### config.mk
export PLATFORM = sky130hd
export DESIGN_NAME = dpot_wiper_ctrl
export DESIGN_NICKNAME = d
export VERILOG_FILES = /design/src/rtl/dpot_pkg.sv /design/src/rtl/dpot_sync.sv /design/src/rtl/dpot_counter.sv /design/src/rtl/dpot_tap_decoder.sv /design/src/rtl/dpot_wiper_ctrl.sv
export SDC_FILE = /design/constraint.sdc
export NUM_CORES = 1
export LEC_CHECK = 0
export BUFFER_PORTS_ARGS = -buffer_cell sky130_fd_sc_hd__buf_2
export CAP_MARGIN = 10
export CORE_ASPECT_RATIO = 0.8
export CORE_UTILIZATION = 45
export DETAILED_ROUTE_END_ITERATION = 6
export PLACE_DENSITY = 0.91
export SLEW_MARGIN = 20
export SYNTH_ARGS = -nofsm -noshare
export SYNTH_HDL_FRONTEND = slang
export SYNTH_SLANG_ARGS = --single-unit
export TNS_END_PERCENT = 10
### constraint.sdc
create_clock -name clk -period 5.2 [get_ports clk]
set_input_delay 1.04 -clock clk [delete_from_list [all_inputs] [get_ports clk]]
set_output_delay 1.04 -clock clk [all_outputs]
set_load 0.05 [all_outputs]
### src/rtl/dpot_pkg.sv
package dpot_pkg;

   // Idle levels of the three control pins: deselected, strobe high, count up.
   localparam logic CS_IDLE  = 1'b1;
   localparam logic INC_IDLE = 1'b1;
   localparam logic UP_IDLE  = 1'b1;

   typedef struct packed {
      logic cs_n;
      logic inc_n;
      logic up;
   } pins_t;

   localparam pins_t PINS_IDLE = '{cs_n: CS_IDLE, inc_n: INC_IDLE, up: UP_IDLE};

endpackage

### src/rtl/dpot_sync.sv
module dpot_sync #(
   parameter int          WIDTH   = 3,
   parameter int          STAGES  = 2,
   parameter logic [WIDTH-1:0] RST_VAL = '0
) (
   input  logic             clk,
   input  logic             rst_n,
   input  logic [WIDTH-1:0] d,
   output logic [WIDTH-1:0] q
);

   if (STAGES < 2) begin : g_bad_stages
      $error("dpot_sync: STAGES must be at least 2");
   end

   logic [WIDTH-1:0] stg [STAGES];

   for (genvar i = 0; i < STAGES; i++) begin : g_stage
      if (i == 0) begin : g_first
         always_ff @(posedge clk) begin
            if (!rst_n) stg[i] <= RST_VAL;
            else        stg[i] <= d;
         end
      end else begin : g_next
         always_ff @(posedge clk) begin
            if (!rst_n) stg[i] <= RST_VAL;
            else        stg[i] <= stg[i-1];
         end
      end
   end

   assign q = stg[STAGES-1];

endmodule

### src/rtl/dpot_counter.sv
module dpot_counter #(
   parameter int TAPS  = 100,
   parameter int POS_W = $clog2(TAPS)
) (
   input  logic             clk,
   input  logic             rst_n,
   input  logic [POS_W-1:0] load_val,
   input  logic             step,
   input  logic             up,
   output logic [POS_W-1:0] pos
);

   localparam logic [POS_W-1:0] TOP = POS_W'(TAPS - 1);

   logic at_top, at_bot;
   logic [POS_W-1:0] pos_nx;

   assign at_top = (pos == TOP);
   assign at_bot = (pos == '0);

   always_comb begin
      pos_nx = pos;
      if (step) begin
         if (up && !at_top)      pos_nx = pos + POS_W'(1);
         else if (!up && !at_bot) pos_nx = pos - POS_W'(1);
      end
   end

   always_ff @(posedge clk) begin
      if (!rst_n) pos <= load_val;
      else        pos <= pos_nx;
   end

   // position never leaves the tap range
   a_r5_in_range: assert property (@(posedge clk) disable iff (!rst_n)
      pos <= TOP);

   // any move needs a step request in the previous cycle
   a_r3_move_needs_step: assert property (@(posedge clk) disable iff (!rst_n)
      (pos != $past(pos)) |-> $past(step));

   // no move past the upper end
   a_r5_hold_top: assert property (@(posedge clk) disable iff (!rst_n)
      ($past(pos) == TOP && $past(up)) |-> pos == TOP);

   // no move past the lower end
   a_r5_hold_bot: assert property (@(posedge clk) disable iff (!rst_n)
      ($past(pos) == '0 && !$past(up)) |-> pos == '0);

endmodule

### src/rtl/dpot_tap_decoder.sv
module dpot_tap_decoder #(
   parameter int TAPS  = 100,
   parameter int POS_W = $clog2(TAPS)
) (
   input  logic [POS_W-1:0] pos,
   output logic [TAPS-1:0]  taps
);

   for (genvar i = 0; i < TAPS; i++) begin : g_tap
      assign taps[i] = (pos == POS_W'(i));
   end

endmodule

### src/rtl/dpot_wiper_ctrl.sv
module dpot_wiper_ctrl
   import dpot_pkg::*;
#(
   parameter int TAPS        = 100,
   parameter int SYNC_STAGES = 2,
   parameter int NV_INIT     = 0,
   parameter int POS_W       = $clog2(TAPS)
) (
   input  logic             clk,
   input  logic             rst_n,
   input  logic             cs_n_i,
   input  logic             inc_n_i,
   input  logic             up_i,
   output logic [POS_W-1:0] wiper_o,
   output logic [TAPS-1:0]  tap_o,
   output logic             store_o,
   output logic             standby_o
);

   if (TAPS < 2 || TAPS > (1 << POS_W)) begin : g_bad_taps
      $error("dpot_wiper_ctrl: TAPS does not fit POS_W");
   end
   if (NV_INIT < 0 || NV_INIT >= TAPS) begin : g_bad_init
      $error("dpot_wiper_ctrl: NV_INIT outside tap range");
   end

   pins_t pins_raw, pins_s, pins_q;

   assign pins_raw = '{cs_n: cs_n_i, inc_n: inc_n_i, up: up_i};

   dpot_sync #(.WIDTH($bits(pins_t)), .STAGES(SYNC_STAGES), .RST_VAL(PINS_IDLE)) u_sync (
      .clk   (clk),
      .rst_n (rst_n),
      .d     (pins_raw),
      .q     (pins_s)
   );

   // Previous synchronised levels for edge detection.
   always_ff @(posedge clk) begin
      if (!rst_n) pins_q <= PINS_IDLE;
      else        pins_q <= pins_s;
   end

   logic inc_fall, cs_rise, step, save;

   assign inc_fall = pins_q.inc_n & ~pins_s.inc_n;
   assign cs_rise  = ~pins_q.cs_n & pins_s.cs_n;
   assign step     = inc_fall & ~pins_s.cs_n;
   assign save     = cs_rise & pins_s.inc_n;

   // Modelled persistent register: keeps its value through reset.
   logic [POS_W-1:0] nv_q = POS_W'(NV_INIT);
   logic [POS_W-1:0] pos;

   always_ff @(posedge clk) begin
      if (rst_n && save) nv_q <= pos;
   end

   always_ff @(posedge clk) begin
      if (!rst_n) store_o <= 1'b0;
      else        store_o <= save;
   end

   dpot_counter #(.TAPS(TAPS), .POS_W(POS_W)) u_cnt (
      .clk      (clk),
      .rst_n    (rst_n),
      .load_val (nv_q),
      .step     (step),
      .up       (pins_s.up),
      .pos      (pos)
   );

   dpot_tap_decoder #(.TAPS(TAPS), .POS_W(POS_W)) u_dec (
      .pos  (pos),
      .taps (tap_o)
   );

   assign wiper_o   = pos;
   assign standby_o = pins_s.cs_n;

   // exactly one tap enabled, at the wiper index
   a_r2_tap_onehot: assert property (@(posedge clk) disable iff (!rst_n)
      $countones(tap_o) == 1 && tap_o == (TAPS'(1) << wiper_o));

   // deselected in the previous cycle means the wiper holds
   a_r4_standby_hold: assert property (@(posedge clk) disable iff (!rst_n)
      $past(standby_o) |-> $stable(wiper_o));

   // a save pulse follows a select release with the strobe high
   a_r6_store_cause: assert property (@(posedge clk) disable iff (!rst_n)
      store_o |-> ($past(cs_rise) && $past(pins_s.inc_n)));

   // a save pulse lasts one cycle
   a_r6_store_single: assert property (@(posedge clk) disable iff (!rst_n)
      store_o |=> !store_o);

endmodule

==> results_dict.tcl <==
set metrics [dict create \
    cts_resized 0 \
    critPathSlowestCell "or3b_2" \
    clockPowerShare 0.238 \
    slowest_delay_ns 0.58 \
    worstHoldPathType "reg -> reg" \
    p_leak_nw 1.133 \
    finalCritPeriodShare 0.6212 \
    initial_core_util 0.4840 \
    cpLargestDelayFamily "simple AND/OR/NAND/NOR gates" \
    placed_area_um2 2221 \
    finalSetupViolations 0 \
    synthCells 240 \
    cp_max_fo 12 \
    clkTransAtPathRegs_ns 0.07 \
    dp_cells 372 \
    vias 1993 \
    max-vdd-ir-drop_mv 0.2305 \
    p_seq_frac 0.498 \
    ys_warn_count 0 \
    fin_cells 376 \
    rows 19 \
    finalHoldViolCount 0 \
    critical_path_depth 4 \
    post_cts_buffers 0 \
    p_sw_uw 154.5 \
    arrival_ns 2.19 \
    coreArea_um2 3518 \
    tns_ns 0 \
    io-pin-count 114 \
    synth_nets 250 \
    fmax_mhz 309.6 \
    clkSinkCount 23 \
    worst-r2r-cell-count 5 \
    totalPowerFinal_uw 441.8 \
    ys_ff_latch 23 \
    path_buf_inv 1 \
    cts_inserted_buffers 3 \
    power_frac_comb 0.265 \
    grt_pass1_wl_um 7810 \
    fin_hold_ws_ns 0.4085 \
    cp_cell_sequence "ha_1, or3b_2, nor2_1, buf_2" \
    grt_max_degree 21 \
    die_w_um 70.78 \
    portBuffers 113 \
    detail-route-antenna-nets 0 \
    die_h_um 57.02 \
    yosysUniqueCellTypes 42 \
    violations "design-rule violations" \
    max_cap_violations 0 \
    gp_congestion 0.8888 \
    drive_above_1_share 0.3832 \
    cp-end-kind "output port" \
    switching_share 0.3497 \
    min_period_ns 3.230 \
    place_hpwl_um 3824 \
    cts_tree "yes" \
    utilization 0.6440 \
    place_ws_ns 2.255 \
    clock_path_buffers 2 \
    antenna_cells 0 \
    fin_ws_ns 1.970 \
    final_nets 345 \
    synth_area_per_cell_um2 7.095 \
    cts_max_level 1 \
    yosysTopAreaCell "edfxtp_1" \
    first_iter_violations 203 \
    rsz0062_at_grt "false" \
    via_per_inst 5.301 \
    cts-root-buf "clkbuf_8" \
    status "finished with violations" \
    synth_async_sr_flop_share 0 \
    die_area_um2 4036 \
    yosys_most_used_dff "edfxtp_1" \
    worst_pin_slew_ns 1.001 \
    cp.required_ns 4.16 \
    antenna_found_initial 0 \
    yosysMostFrequentCell "nor2_1" \
    syn_to_final_growth_pct 33.06 \
    netlist_area_um2 1703 \
    totalWireLength_um 5105 \
    cts_hold_buf 0 \
    p_int_uw 287.3 \
    insertion_delay_ns 0.25 \
    globalRouteOverflowTotal 0 \
    powerDensity_nw_per_um2 195.0 \
    drtPass1Iterations 6 \
    relSlewSlack 0.3273 \
    synth_edf_count 14 \
    slew_viol_final 0 \
    design_area_um2 2266 \
    start_kind "register" \
    post_drt_wl_per_cell_um 13.58 \
    grt_pass1_vias 1577 \
    clock-skew-final_ns 0.001411 \
    min_path_cells 1 \
    synthTopCellsByCount "nor2_1 (107), clkbuf_1 (16), nand2_1 (16), edfxtp_1 (14)" \
    synth_top_area_share 0.2469 \
    crit_type "reg -> out" \
    synth.area.top_cells "edfxtp_1 (25%), nor2_1 (24%), dfxtp_1 (11%)" \
    synth-seq-area-share 0.3527 \
    drc 18 \
    grt_usage 0.2401 \
]
## cell type report
class                      instances  area (um^2)
inverter                           4        15.01
clock buffer                       4        45.04
tap                               42        52.55
timing repair buffer             113        565.5
sequential                        23        600.6
multi-input combinational        190        987.2
fill                             332         1252
## metal layers
layer  part of all wire  vias up  GRT usage
met4                  0        0    0.02571
met2               0.50       97     0.4107
met5                  0        -          0
met1               0.42      928     0.3330
met3              0.077        0    0.04064
li1                   -      968          -
## final timing paths
path,startpoint,endpoint,slack (ns)
setup / recovery,u_cnt.pos[0]$_DFFE_PP_,tap_o[99],1.97
hold / removal,u_sync.stg[0][2]$_SDFF_PN1_,u_sync.stg[1][2]$_SDFF_PN1_,0.41
setup reg to reg,u_cnt.pos[0]$_DFFE_PP_,u_cnt.pos[5]$_DFFE_PP_,2.69
hold reg to reg,u_sync.stg[0][2]$_SDFF_PN1_,u_sync.stg[1][2]$_SDFF_PN1_,0.41
## power by group through the flow
stage	Clock, mW	Combinational, mW	Sequential [mW]
2_1_floorplan	0	0.0871	0.228
3_3_place_gp	0	0.114	0.223
3_5_place_dp	0	0.116	0.224
4_1_cts	0.106	0.116	0.220
5_1_grt	0.113	0.125	0.222
6_report	0.105	0.117	0.220
## sequential cells by signal, summed over array words and instances, names as in the netlist
signal	flops
pins_q	2
u_cnt.pos	7
store_o	1
u_sync.stg	6
nv_q	7
## cell usage in the layout (no fill, tap or decap), types with 3 or more instances in the layout
| cell | Yosys | layout |
|---|---|---|
| dfxtp_1 | 9 | 9 |
| nand2b_1 | 9 | 9 |
| nor3_1 | 5 | 5 |
| buf_2 | 3 | 113 |
| ha_1 | 5 | 5 |
| or3b_2 | 3 | 3 |
| edfxtp_1 | 14 | 14 |
| nor2_1 | 107 | 107 |
| nand3_1 | 6 | 6 |
| inv_1 | 4 | 4 |
| mux2_2 | 5 | 5 |
| nand2_1 | 16 | 16 |
| clkbuf_8 | 0 | 3 |
## cell families (layout without fill, tap and decap cells)
| kind of cell | after synthesis | after routing | synth area share |
|---|---|---|---|
| mux | 7 | 7 | 0.04482 |
| flops | 23 | 23 | 0.3527 |
| compound gates | 13 | 13 | 0.06098 |
| fa+ha+maj | 5 | 5 | 0.03674 |
| xor+xnor | 2 | 2 | 0.01029 |
| simple gates | 163 | 163 | 0.4240 |
| buf+inv | 27 | 121 | 0.07053 |
Power figures use the tool's default switching activity.
